## src/rtl/mrm_pkg.sv

```systemverilog
package mrm_pkg;
    localparam int DW        = 16;
    localparam int NREG      = 32;
    localparam int AW        = $clog2(NREG);
    localparam int HIW       = 8;
    localparam int NACC      = 2;
    localparam logic [AW-1:0] ACC_HI0   = 5'h10;
    localparam logic [AW-1:0] SHORT_BASE = 5'h18;
    localparam logic [AW-1:0] ACC_LO0   = 5'h1C;
    localparam logic [AW-1:0] ACC_MID0  = 5'h1E;

    typedef logic [NREG-1:0][DW-1:0] rf_t;
    typedef enum logic [1:0] {OP_NONE, OP_MOVE, OP_LOADW, OP_LOADS} op_e;
    typedef enum logic {ST_IDLE, ST_WAIT} st_e;

    typedef struct packed {
        st_e           st;
        logic [AW-1:0] pend;
        rf_t           regs;
    } state_t;
endpackage

```

## src/rtl/mrm_decode.sv

```systemverilog
module mrm_decode
    import mrm_pkg::*;
(
    input  logic [DW-1:0] word,
    output op_e           op,
    output logic [AW-1:0] dst,
    output logic [AW-1:0] src,
    output logic [DW-1:0] short_val
);
    always_comb begin
        op        = OP_NONE;
        dst       = word[9:5];
        src       = word[4:0];
        short_val = {{(DW-8){word[7]}}, word[7:0]};
        if (word[15:10] == 6'b000111) begin
            op = OP_MOVE;
        end else if (word[15:5] == 11'b00000000100) begin
            op  = OP_LOADW;
            dst = word[4:0];
        end else if (word[15:11] == 5'b00001) begin
            op  = OP_LOADS;
            dst = SHORT_BASE + {2'b00, word[10:8]};
        end
    end
endmodule

```

## src/rtl/mrm_acc_sat.sv

```systemverilog
module mrm_acc_sat
    import mrm_pkg::*;
(
    input  logic [DW-1:0] hi,
    input  logic [DW-1:0] mid,
    input  logic          mode40,
    output logic [DW-1:0] view
);
    logic fits;
    always_comb begin
        fits = (hi[HIW-1:0] == {HIW{mid[DW-1]}});
        if (mode40 && !fits)
            view = hi[HIW-1] ? {1'b1, {(DW-1){1'b0}}} : {1'b0, {(DW-1){1'b1}}};
        else
            view = mid;
    end
endmodule

```

## src/rtl/mrm_wplan.sv

```systemverilog
module mrm_wplan
    import mrm_pkg::*;
(
    input  logic            en,
    input  logic [AW-1:0]   dst,
    input  logic [DW-1:0]   val,
    input  logic            mode40,
    output logic [NREG-1:0] wmask,
    output rf_t             wdata
);
    logic          is_hi, is_mid;
    logic [AW-1:0] lo_idx, hi_idx;

    always_comb begin
        wmask  = '0;
        wdata  = '0;
        is_hi  = (dst[AW-1:1] == ACC_HI0[AW-1:1]);
        is_mid = (dst[AW-1:1] == ACC_MID0[AW-1:1]);
        lo_idx = ACC_LO0 + {{(AW-1){1'b0}}, dst[0]};
        hi_idx = ACC_HI0 + {{(AW-1){1'b0}}, dst[0]};
        if (en) begin
            wmask[dst] = 1'b1;
            if (is_hi)
                wdata[dst] = {{(DW-HIW){val[HIW-1]}}, val[HIW-1:0]};
            else
                wdata[dst] = val;
            if (is_mid && mode40) begin
                wmask[lo_idx] = 1'b1;
                wdata[lo_idx] = '0;
                wmask[hi_idx] = 1'b1;
                wdata[hi_idx] = {DW{val[DW-1]}};
            end
        end
    end
endmodule

```

## src/rtl/mrm_move_load.sv

```systemverilog
module mrm_move_load
    import mrm_pkg::*;
(
    input  logic          clk,
    input  logic          rst_n,
    input  logic          instr_valid,
    input  logic [15:0]   instr_word,
    input  logic          mode40,
    output logic          busy,
    input  logic          imm_valid,
    input  logic [15:0]   imm_data,
    output logic          imm_ready,
    input  logic [4:0]    rd_sel,
    output logic [15:0]   rd_data
);
    state_t state_d, state_q;
    rf_t    regs_q;

    op_e             op;
    logic [AW-1:0]   dec_dst, dec_src;
    logic [DW-1:0]   short_val;
    logic [DW-1:0]   acc_view [NACC];
    logic [DW-1:0]   src_val;
    logic            wr_en;
    logic [AW-1:0]   wr_dst;
    logic [DW-1:0]   wr_val;
    logic [NREG-1:0] wmask;
    rf_t             wdata;

    assign regs_q = state_q.regs;

    mrm_decode u_dec (
        .word      (instr_word),
        .op        (op),
        .dst       (dec_dst),
        .src       (dec_src),
        .short_val (short_val)
    );

    for (genvar k = 0; k < NACC; k++) begin : g_acc
        mrm_acc_sat u_sat (
            .hi     (state_q.regs[ACC_HI0 + k]),
            .mid    (state_q.regs[ACC_MID0 + k]),
            .mode40 (mode40),
            .view   (acc_view[k])
        );
    end

    always_comb begin
        if (dec_src >= ACC_MID0)
            src_val = acc_view[dec_src[0]];
        else
            src_val = state_q.regs[dec_src];
    end

    always_comb begin
        wr_en  = 1'b0;
        wr_dst = dec_dst;
        wr_val = src_val;
        if (state_q.st == ST_WAIT) begin
            wr_en  = imm_valid;
            wr_dst = state_q.pend;
            wr_val = imm_data;
        end else if (instr_valid) begin
            wr_en  = (op == OP_MOVE) || (op == OP_LOADS);
            wr_val = (op == OP_LOADS) ? short_val : src_val;
        end
    end

    mrm_wplan u_wplan (
        .en     (wr_en),
        .dst    (wr_dst),
        .val    (wr_val),
        .mode40 (mode40),
        .wmask  (wmask),
        .wdata  (wdata)
    );

    always_comb begin
        state_d = state_q;
        for (int i = 0; i < NREG; i++) begin
            if (wmask[i]) state_d.regs[i] = wdata[i];
        end
        if (state_q.st == ST_IDLE) begin
            if (instr_valid && op == OP_LOADW) begin
                state_d.st   = ST_WAIT;
                state_d.pend = dec_dst;
            end
        end else if (imm_valid) begin
            state_d.st = ST_IDLE;
        end
    end

    always_ff @(posedge clk or negedge rst_n) begin
        if (!rst_n) state_q <= '{st: ST_IDLE, pend: '0, regs: '0};
        else        state_q <= state_d;
    end

    assign busy      = (state_q.st == ST_WAIT);
    assign imm_ready = busy;
    assign rd_data   = state_q.regs[rd_sel];
endmodule

```

## config.mk

```make
export PLATFORM = sky130hd
export DESIGN_NAME = mrm_move_load
export DESIGN_NICKNAME = d
export VERILOG_FILES = /design/src/rtl/mrm_pkg.sv /design/src/rtl/mrm_decode.sv /design/src/rtl/mrm_acc_sat.sv /design/src/rtl/mrm_wplan.sv /design/src/rtl/mrm_move_load.sv
export SDC_FILE = /design/constraint.sdc
export NUM_CORES = 1
export LEC_CHECK = 0
export BUFFER_PORTS_ARGS = -buffer_cell sky130_fd_sc_hd__buf_4
export CAP_MARGIN = 20
export CELL_PAD_IN_SITES_DETAIL_PLACEMENT = 0
export CELL_PAD_IN_SITES_GLOBAL_PLACEMENT = 1
export CORE_MARGIN = 3
export CORE_UTILIZATION = 32
export DETAILED_ROUTE_END_ITERATION = 6
export PLACE_DENSITY = 0.65
export SLEW_MARGIN = 5
export SYNTH_ARGS = -nofsm -noshare
export SYNTH_HDL_FRONTEND = slang
export SYNTH_SLANG_ARGS = --single-unit
```

## constraint.sdc

```tcl
create_clock -name clk -period 8.4 [get_ports clk]
set_input_delay 0.84 -clock clk [delete_from_list [all_inputs] [get_ports clk]]
set_output_delay 0.84 -clock clk [all_outputs]
set_load 0.01 [all_outputs]
```

Yosys cells after proc, flatten, opt, wreduce, memory -nomap -nowiden
Cells that the tools add are included.
{"block": "classes", "n_addsub": 3, "n_lt_le_gt_ge": 10, "eq_ne": 10, "n_mux": 46, "bitwise": 8, "n_reduce_logical": 11}
{"cell": "$mux 512", "count": 4}
{"cell": "$and 512x512->512", "count": 3}
{"cell": "$bwmux 512", "count": 1}
{"cell": "$not 512->512", "count": 1}
{"cell": "$mux 16", "count": 16}
{"cell": "$demux 16 s5", "count": 3}
{"cell": "$bmux 16 s5", "count": 2}
{"cell": "$mux 32", "count": 2}
{"cell": "$or 32x32->32", "count": 2}
{"cell": "$lt 5x6->1 const B", "count": 5}
{"cell": "$mux 5", "count": 4}
{"cell": "$eq 8x8->1", "count": 2}
{"cell": "$demux 1 s5", "count": 3}
{"cell": "$ge 5x1->1 const B", "count": 3}
{"cell": "$eq 11x3->1 const B", "count": 1}
{"cell": "$eq 4x4->1 const B", "count": 2}
{"cell": "$logic_and 1x1->1", "count": 7}
{"cell": "$mux 1", "count": 7}
{"cell": "$eq 6x3->1 const B", "count": 1}
{"cell": "$mux 2", "count": 3}
{"cell": "$mux 6", "count": 1}
{"cell": "$add 4x4->5 const A", "count": 1}
{"cell": "$add 5x1->5 const A", "count": 1}
{"cell": "$eq 5x1->1 const B", "count": 1}
{"cell": "10 further kinds", "count": 12}
{"block": "word_totals", "register_bits": 518, "output_inout_bits": 18}

Longest topological paths before layout
Gate-level depths: netlist of run 1.
{"block": "depth", "ltp_word": 18, "ltp_mapped": 15, "ltp_nobuf": 7}

Hierarchy
Synthesis of run 1 repeated with hierarchy kept, for this count alone.
{"block": "hier_totals", "hier_cells": 2639, "area_unflattened_um2": 32780.2}
{"mod": "mrm_move_load", "n_inst": 1, "cells_per_inst": 1764, "area_each_um2": 27792.9}
{"mod": "mrm_wplan", "n_inst": 1, "cells_per_inst": 779, "area_each_um2": 4240.3}
{"mod": "mrm_acc_sat", "n_inst": 2, "cells_per_inst": 25, "area_each_um2": 211.5}
{"mod": "mrm_decode", "n_inst": 1, "cells_per_inst": 46, "area_each_um2": 324.1}

Worst setup path after synthesis of run 1
No wires, ideal clock.
{"block": "synth_path", "path_type": "input to output", "startpoint": "in rd_sel[0]", "endpoint": "out rd_data[0]", "t_arrival_ps": 3186, "path_slack_ps": 4374, "stages": 5, "cell_sequence": "clkbuf_1 -> buf_1 -> mux4_2 -> mux4_2 -> mux2_2"}
{"block": "synth_between", "elab_chain_len": 2}
{"item": "from (decl)", "line_no": "mrm_move_load.sv:13", "rtl": "input logic [4:0] rd_sel,"}
{"item": "$bmux 16 s5", "line_no": "mrm_move_load.sv:101", "rtl": "assign rd_data = state_q.regs[rd_sel];"}
{"item": "$mux 16 (not written as such)", "line_no": "mrm_move_load.sv:101"}
{"item": "to (decl)", "line_no": "mrm_move_load.sv:14", "rtl": "output logic [15:0] rd_data"}
No other way between the ends. The select of a mux whose other input is x is not followed.

Worst setup path in the final report of run 1
{"block": "layout_path", "startpoint": "in rd_sel[1]", "endpoint": "out rd_data[7]"}
Same word-level chain as after synthesis.

==> impl_metrics.ini, run 1 <==
[critical_path]
cpPeakStageDelay_ns = 0.81
crit_path_end_kind = primary output
r2r_cells = 9
start_kind = primary input
slowest_stage = buf_6
cp.required_ns = 7.56
timing.rr.end = regs_q[15]
critPathMaxFanout = 95
arrival_ns = 4.02
r2r_start = busy
rrSetupSlack_ns = 4.13
critical_path.cell_chain = buf_6 > buf_4 > mux4_2 > mux4_2 > mux2_2 > buf_4
critPathKind = in -> out

[clock_network]
clock_sinks = 518
cts_hold_buf = 0
h-tree-depth = 2
root_buffer = clkbuf_16
cts_resized = 0
clkTransAtPathRegs_ns = 0.06
cts_setup_buffers = 0
cts_tree = yes
clockBufferDepth = 3
clock_latency_ns = 0.63
numCtsBuffers = 58

[final_layout]
finalInstanceArea_sq_mm = 0.03282
nNetsFinal = 2090
areaGrowthSynthToFinish_pct = 11.19
multi_input_area_sq_mm = 0.01534
register_area_sq_mm = 0.01296
drive_gt1_share_pct = 46.08
nFillCells = 8473
insertedDiodeCount = 0

[place]
place.gp.congestion = 0.8893
hpwl_microns = 63310
place_area_sq_mm = 0.03078
port_buffers = 59

[logic_synthesis]
yosys_most_used_dff = dfrtp_1
syn_area_sq_mm = 0.02951
synth_edf_count = 0
ys_ff_latch = 518
synth-async-reset-ratio_pct = 100.0
synth_area_per_cell_sq_um = 14.26
ys_types = 89
syn_inst = 2070
syn_nets = 2112
ys_seq_area_share_pct = 43.92
synth_warnings = 0

[floorplanning]
initial_core_util_pct = 32.54
num_io_pins = 60
die_x_microns = 309.7
die-area_sq_mm = 0.09591
rows = 110
dieHeight_microns = 309.7
fp.coreArea_sq_mm = 0.09070

[sta]
hold_violations = 0
tightest_slew_ns = 1.202
fmax_ghz = 0.2059
fin_skew_ns = 0.01691
relSlewSlack_pct = 19.90
min_period_ns = 4.857
drv_slew = 0
period_share_pct = 57.82
setup_viol = 0
finalSetupTns_ns = 0
grt_setup_unrepaired = no

[detailed_routing]
wl_per_cell_microns = 30.87
final_antenna_net_count = 0
wl_microns = 100900
drc = 0
dr.pass1.iters = 7
drtIter0Drc = 2114
via_count = 20040
vias_per_cell = 6.128

[power]
p_clk_share_pct = 44.0
p_sw_uw = 1555
p_int_uw = 4311
power.leakage_uw = 0.01470
vdd_drop_max_mv = 0.1437
pwr-share-comb_pct = 11.3
p_per_area_mw_per_mm2 = 178.7
switching_share_pct = 26.51
p_seq_share_pct = 44.6

[grt]
grt_pass1_wl_microns = 147400
antenna_found_initial = 1
grt_pass1_vias = 20730
grt_start_max_net_pins = 182
grt_usage_pct = 20.91
gr-total-overflow = 0

[status]
status = complete, no violations

[hold_path]
hold_path.class = in -> async

[flow_run]
drv_cap = 0
[cells in the final DEF (no fill, tap or decap), drive strengths merged, types with 12 or more instances in the layout]
cell / n
nand3: 28
and2: 12
o22ai: 20
nor2b: 13
dfrtp: 518
inv: 24
mux4: 239
a2bb2oi: 15
nand4: 13
clkbuf: 87
nor3: 23
clkinv: 12
o211ai: 19
mux2i: 75
nand2: 46
buf: 118
o21ai: 30
a21oi: 49
a31oi: 12
or3: 14
nor2: 47
a22o: 27
nor4: 12
mux2: 489
[through the flow]
stage | utilization, % | total power (uW) | hold slack [ns] | worst slack, ns | std cells
after floorplan | - | 3054 | 0.4424 | 4.374 | 2070
after global placement | 33.92 | 3288 | 0.4654 | 3.276 | 3157
after detailed placement | 33.94 | 3308 | 0.4709 | 3.162 | 3158
after CTS | 36.06 | 5898 | 0.2987 | 3.547 | 3264
after global routing | 36.18 | 6058 | 0.3272 | 3.468 | 3270
final | 36.18 | 5866 | 0.2851 | 3.543 | 3270
[cells by family after synthesis]
kind of cell / share of synthesized area [%]
DFF: 43.92
and+or+nand+nor: 4.807
muxes: 39.78
AOI/OAI and AO/OA: 7.080
buffers and inverters: 4.417
[cells in the mapped netlist, drive strengths merged (5+ instances only)]
library cell  instances  share of area [%]
clkbuf               81                1.1
a32o                  8               0.27
mux4                239                 18
mux2                489                 19
a221o                 9               0.31
a2bb2oi              15               0.49
nand2                46               0.59
buf                 120                3.1
nand4                13               0.28
or4                   5               0.14
nand3                28               0.58
a2111oi               6               0.18
a21oi                49               0.83
nor3                 23               0.53
a22o                 27               0.80
inv                  21               0.27
nor2b                13               0.28
nand2b                8               0.17
o221a                 9               0.34
o21ai                30               0.51
nor4                 12               0.28
o221ai                9               0.27
or3                  14               0.30
mux2i                75                2.5
and3                  6               0.13
nor2                 47               0.60
a31oi                12               0.25
and2                 12               0.25
dfrtp               518                 44
o211ai               19               0.48
o22ai                20               0.42
a22oi                 9               0.23
a221oi                9               0.27
o31ai                 5               0.14
[layout make-up]
| type | count | area share (%) |
|---|---|---|
| clock buffers | 86 | 5.235 |
| clock inverters | 20 | 0.6253 |
| inverters | 22 | 0.2516 |
| multi-input cells | 1329 | 46.76 |
| flip-flops and latches | 518 | 39.50 |
| well taps | 1176 | 4.484 |
| repair buffers | 119 | 3.149 |
[state kept, by name, indices dropped and copies added (netlist names)]
| name | count |
|---|---|
| busy | 1 |
| regs_q | 512 |
| state_q | 5 |
[metal layers]
metal  GRT usage [%]  routed length [microns]
met5               0                        0
met4           5.891                     2953
met3           3.912                     7473
met2           34.01                    47910
met1           28.65                    42610
[worst max-delay path, delay by kind of cell]
| family | cells | cell delay (ns) |
|---|---|---|
| multiplexers | 3 | 1.42 |
| buffers and inverters | 3 | 1.64 |
[worst max path at each step]
stage	from	endpoint	depth (start not counted)
5_1_grt	rd_sel[1]	rd_data[7]	6
3_5_place_dp	instr_word[0]	regs_q[264]	8
2_1_floorplan	rd_sel[0]	rd_data[0]	5
4_1_cts	rd_sel[1]	rd_data[7]	6
6_report	rd_sel[1]	rd_data[7]	6
3_3_place_gp	instr_word[0]	regs_q[267]	8
[power by group through the flow]
stage	clock network (uW)	registers [uW]	logic, uW
floorplan	0	2630	420
global placement	0	2650	635
detailed placement	0	2660	649
CTS	2630	2610	651
global route	2730	2620	710
finish	2580	2620	665
Note: power is estimated with default switching activity, not from simulation.
==> run 2, diff against run 1 <==
--- a/config.mk
+++ b/config.mk
@@ -12,7 +12,7 @@
 export CORE_MARGIN = 3
 export CORE_UTILIZATION = 32
 export DETAILED_ROUTE_END_ITERATION = 6
-export PLACE_DENSITY = 0.65
+export PLACE_DENSITY = 0.66
 export SLEW_MARGIN = 5
 export SYNTH_ARGS = -nofsm -noshare
 export SYNTH_HDL_FRONTEND = slang
==> constraint.sdc (replaced) <==
create_clock -name clk -period 4.15 [get_ports clk]
set_input_delay 0.415 -clock clk [delete_from_list [all_inputs] [get_ports clk]]
set_output_delay 0.415 -clock clk [all_outputs]
set_load 0.01 [all_outputs]
==> run 2 against run 1 <==
Core utilization grew 0.91 points. Global-route usage increased by 0.98 points. Die area unchanged. Register-to-register slack lost 3.4 ns. Combinational power grew 120%. Routed wire length increased by 4.1%. Non-clock buffer count grew 91. Setup slack worse by 2.8 ns. Via count up 3.0%. Hold slack got worse by 0.19 ns. Clock skew grew 0.0031 ns. Cell area grew 2.5%.
==> impl_metrics.ini, run 2 (same netlist as run 1, synthesis figures left out) <==
[detailed_routing]
drtIter0Drc = 2204
drc = 0
wl_microns = 105100
vias_per_cell = 6.135
wl_per_cell_microns = 31.24
via_count = 20630
final_antenna_net_count = 0
dr.pass1.iters = 5

[grt]
grt_usage_pct = 21.89
grt_pass1_wl_microns = 154000
gr-total-overflow = 0
antenna_found_initial = 3
grt_pass1_vias = 21410
grt_start_max_net_pins = 102

[power]
switching_share_pct = 26.55
power_uw = 12040
p_seq_share_pct = 44.0
p_per_area_mw_per_mm2 = 357.8
vdd_drop_max_mv = 0.3084
p_int_uw = 8841
p_clk_share_pct = 44.1
p_sw_uw = 3196
pwr-share-comb_pct = 11.9
power.leakage_uw = 0.01522

[critical_path]
slowest_stage = a2bb2oi_2
crit_top_cell = buf_4
critPathMaxFanout = 18
path_delay_family = compound AO/OA/AOI/OAI gates
r2r_start = regs_q[257]
arrival_ns = 3.89
start_kind = register
cpPeakStageDelay_ns = 0.83
crit_path_end_kind = register
critical_path.cell_chain = buf_4 > nor4_1 > nand4_1 > buf_4 > a21oi_1 > o31ai_1 > o31a_1 > a2bb2oi_2 > mux2i_1
cp.required_ns = 4.60
timing.rr.end = regs_q[271]
critPathKind = reg -> reg
rrSetupSlack_ns = 0.71
r2r_cells = 9
path_buf_inv = 2

[sta]
relSlewSlack_pct = 30.16
period_share_pct = 82.82
fmax_ghz = 0.2910
fin_ws_ns = 0.7130
finalSetupTns_ns = 0
min_period_ns = 3.437
tightest_slew_ns = 1.047
hold_violations = 0
fin_skew_ns = 0.01997
grt_setup_unrepaired = no
setup_viol = 0
drv_slew = 0

[floorplanning]
initial_core_util_pct = 32.54
dieHeight_microns = 309.7
die-area_sq_mm = 0.09591
num_io_pins = 60
rows = 110
die_x_microns = 309.7
fp.coreArea_sq_mm = 0.09070

[final_layout]
nFillCells = 8441
insertedDiodeCount = 0
multi_input_area_sq_mm = 0.01532
areaGrowthSynthToFinish_pct = 13.99
final_common_cell = dfrtp_1
final-instance-count-excl-fill = 3363
drive_gt1_share_pct = 48.06
layout_common_cells = dfrtp_1 (518), mux2_2 (460), mux4_2 (225)
register_area_sq_mm = 0.01296
nNetsFinal = 2182
largest_register_ffs = 512

[clock_network]
clkTransAtPathRegs_ns = 0.06
clockBufferDepth = 3
root_buffer = clkbuf_16
cts_resized = 0
clock_sinks = 518
cts_tree = yes
cts_hold_buf = 2
h-tree-depth = 2
clock_latency_ns = 0.64
cts_setup_buffers = 0
numCtsBuffers = 59

[place]
placedCellCount = 3251
hpwl_microns = 70320
port_buffers = 59
pre_cts_slack_ns = 0.4418
place.gp.congestion = 0.9698

[hold_path]
min_to = state_q[512]
worstHoldStart = instr_word[5]
hold_path.class = in -> reg
hold_path_depth = 3

[flow_run]
drv_cap = 0

[status]
status = complete, no violations
## run 2: cell type report
| type | instances | share of cell area [%] |
|---|---|---|
| Inverter | 22 | 0.2455 |
| Tap cell | 1176 | 4.374 |
| Clock inverter | 15 | 0.5467 |
| Sequential cell | 518 | 38.53 |
| Clock buffer | 93 | 5.274 |
| Timing Repair Buffer | 210 | 5.493 |
| Multi-Input combinational cell | 1329 | 45.54 |
## run 2: how the worst max path moves through the flow
stage	from	endpoint	slack, ns	cells after the start
after floorplan	rd_sel[0]	rd_data[15]	0.97	5
after global placement	instr_word[0]	regs_q[398]	0.46	10
after detailed placement	instr_word[0]	regs_q[12]	0.44	7
after CTS	regs_q[278]	regs_q[236]	0.64	7
after global routing	regs_q[259]	regs_q[392]	0.50	8
final	regs_q[257]	regs_q[271]	0.71	9
## run 2: metrics by stage
stage,area [sq um],util (%),hold slack (ns)
after floorplan,29510,-,0.1194
after global placement,31650,34.89,0.4678
after detailed placement,31650,34.89,0.4706
after CTS,33620,37.07,0.07001
after global routing,33640,37.09,0.1092
final,33640,37.09,0.09108
## run 2: metal layers
metal	track usage, %	vias up	share of wire, %	routed length [microns]
met5	0	-	0.012	13
met2	34.80	1043	46	48810
met3	4.594	248	8.4	8791
li1	-	8300	-	-
met1	29.54	11040	41	43140
met4	8.201	2	4.1	4303
## run 2: power by group through the flow
| stage | sequential, uW | clock, uW | combinational (uW) |
|---|---|---|---|
| CTS | 5290 | 5400 | 1420 |
| floorplan | 5330 | 0 | 850 |
| global route | 5310 | 5600 | 1520 |
| detailed placement | 5380 | 0 | 1420 |
| finish | 5300 | 5310 | 1430 |
| global placement | 5370 | 0 | 1390 |
## run 2: tightest hold or removal path, cell delays in order
cell     delay, ns
buf_4         0.11
a21oi_1       0.04
o21ai_0       0.12
==> run 3, diff against run 2 <==
==> constraint.sdc (replaced) <==
create_clock -name clk -period 3 [get_ports clk]
set_input_delay 0.3 -clock clk [delete_from_list [all_inputs] [get_ports clk]]
set_output_delay 0.3 -clock clk [all_outputs]
set_load 0.01 [all_outputs]
==> run 3 against run 2 <==
Via count grew 1.1%. Register-to-register slack lost 0.60 ns. Count of clock-buffer cells in the layout shrank 12. Sequential power grew 38%. Non-clock buffer count grew 139. Clock power grew 39%. Critical endpoint is now rd_data[5]. Highest routed layer unchanged.
==> impl_metrics.ini, run 3 (same netlist as run 1, synthesis figures left out) <==
[sta]
finalSetupTns_ns = 0
tightest_slew_ns = 0.9411
drv_slew = 0
hold_violations = 0
min_period_ns = 2.979
grt_setup_unrepaired = no
fin_ws_ns = 0.02141
fin_skew_ns = 0.02255
setup_viol = 0
relSlewSlack_pct = 37.26
period_share_pct = 99.29
whs_ns = 0.06561
fmax_ghz = 0.3357

[final_layout]
nNetsFinal = 2318
nFillCells = 8351
largest_register_ffs = 512
drive_gt1_share_pct = 51.66
utilization_pct = 39.08
areaGrowthSynthToFinish_pct = 20.09
layout_common_cells = dfrtp_1 (516), mux2_2 (454), buf_4 (266)
final_common_cell = dfrtp_1

[clock_network]
root_buffer = clkbuf_16
clkTransAtPathRegs_ns = 0.06
clock_latency_ns = 0.63
numCtsBuffers = 56
clock_sinks = 518
h-tree-depth = 2
clockBufferDepth = 3
cts_tree = yes

[critical_path]
crit_end = rd_data[5]
rrSetupSlack_ns = 0.11
slowest_stage = mux4_2
critPathKind = reg -> out
r2r_start = regs_q[277]
start_kind = register
cpPeakStageDelay_ns = 0.55
startpoint = regs_q[261]
critical_path.cell_chain = buf_4 > mux4_2 > mux4_2 > mux2_2 > buf_4
arrival_ns = 2.68
timing.rr.end = regs_q[203]
r2r_cells = 9
crit_path_end_kind = primary output
cp.required_ns = 2.70
critPathMaxFanout = 4

[place]
hpwl_microns = 73160
place.gp.congestion = 0.9471
port_buffers = 59
pre_cts_slack_ns = -0.2632

[grt]
grt_usage_pct = 21.34
grt_pass1_vias = 21790
grt_start_max_net_pins = 89
gr-total-overflow = 0
grt_pass1_wl_microns = 152100
antenna_found_initial = 3

[floorplanning]
fp.coreArea_sq_mm = 0.09070
num_io_pins = 60
die_x_microns = 309.7
die-area_sq_mm = 0.09591
rows = 110
dieHeight_microns = 309.7
initial_core_util_pct = 32.54

[hold_path]
hold_path.class = in -> reg

[detailed_routing]
final_antenna_net_count = 0
wl_per_cell_microns = 29.27
wl_microns = 102400
vias_per_cell = 5.958
via_count = 20850
drtIter0Drc = 2137
dr.pass1.iters = 5
drc = 0

[flow_run]
drv_cap = 0

[status]
status = complete, no violations

[power]
power.leakage_uw = 0.01614
power_uw = 16920
vdd_drop_max_mv = 0.4930
p_per_area_mw_per_mm2 = 477.5
-- run 3: cell count changes in the layout (fill, tap and decap cells not counted), sizes merged --
cell,delta
buf,+138
clkbuf,-12
clkinvlp,+5
clkinv,+4
bufinv,+3
inv,-3
diode,+1
dlygate4sd3,+1
-- run 3: per-layer routing --
metal,share of wire (%),track usage [%],wire [microns]
met1,43,29.93,44470
met2,47,34.56,48320
met3,6.6,3.318,6794
met4,2.8,5.747,2836
met5,0.013,0,13
-- run 3: worst max-delay path: cells and delay by family (launching register included) --
kind,cells,cell delay [ns]
buffers and inverters,2,0.31
muxes,3,1.36
DFF,1,0.38
-- run 3: layout make-up --
class	instances	area, sq um	area share, %
inverters	22	82.58	0.2330
flip-flops and latches	518	12960	36.58
multi-input cells	1329	15390	43.42
repair buffers	349	3581	10.10
well taps	1176	1471	4.151
clock inverters	24	294.0	0.8296
diodes	1	2.502	0.007060
clock buffers	81	1658	4.677
-- run 3: timing repair --
item,in CTS,in global routing
hold endpoints to repair,76,0
gates resized for setup,5,16
setup endpoints to repair,34,117
buffers inserted,0,2
hold buffers,3,0
-- run 3: how the worst min path moves through the flow --
stage	start	endpoint	slack, ns	cells after the start
5_1_grt	instr_word[8]	state_q[515]	0.07	3
2_1_floorplan	rst_n	busy	0.004	0
6_report	instr_word[8]	state_q[515]	0.07	3
3_3_place_gp	rst_n	regs_q[267]	0.42	1
4_1_cts	instr_word[8]	state_q[515]	0.04	3
3_5_place_dp	rst_n	regs_q[296]	0.43	1
-- run 3: per-stage QoR --
step	instances	cell area, sq um
detailed placement	3388	33350
finish	3500	35440
global placement	3388	33350
global route	3499	35440
CTS	3496	35340
floorplan	2070	29510
-- run 3: power by group --
part           internal [uW]  total, uW  leakage (uW)  switching (uW)
Clock                   4350       7380      0.000953            3030
Combinational            959       2230       0.00803            1270
Sequential              7160       7310       0.00716             151
Total                  12500      16900        0.0161            4460
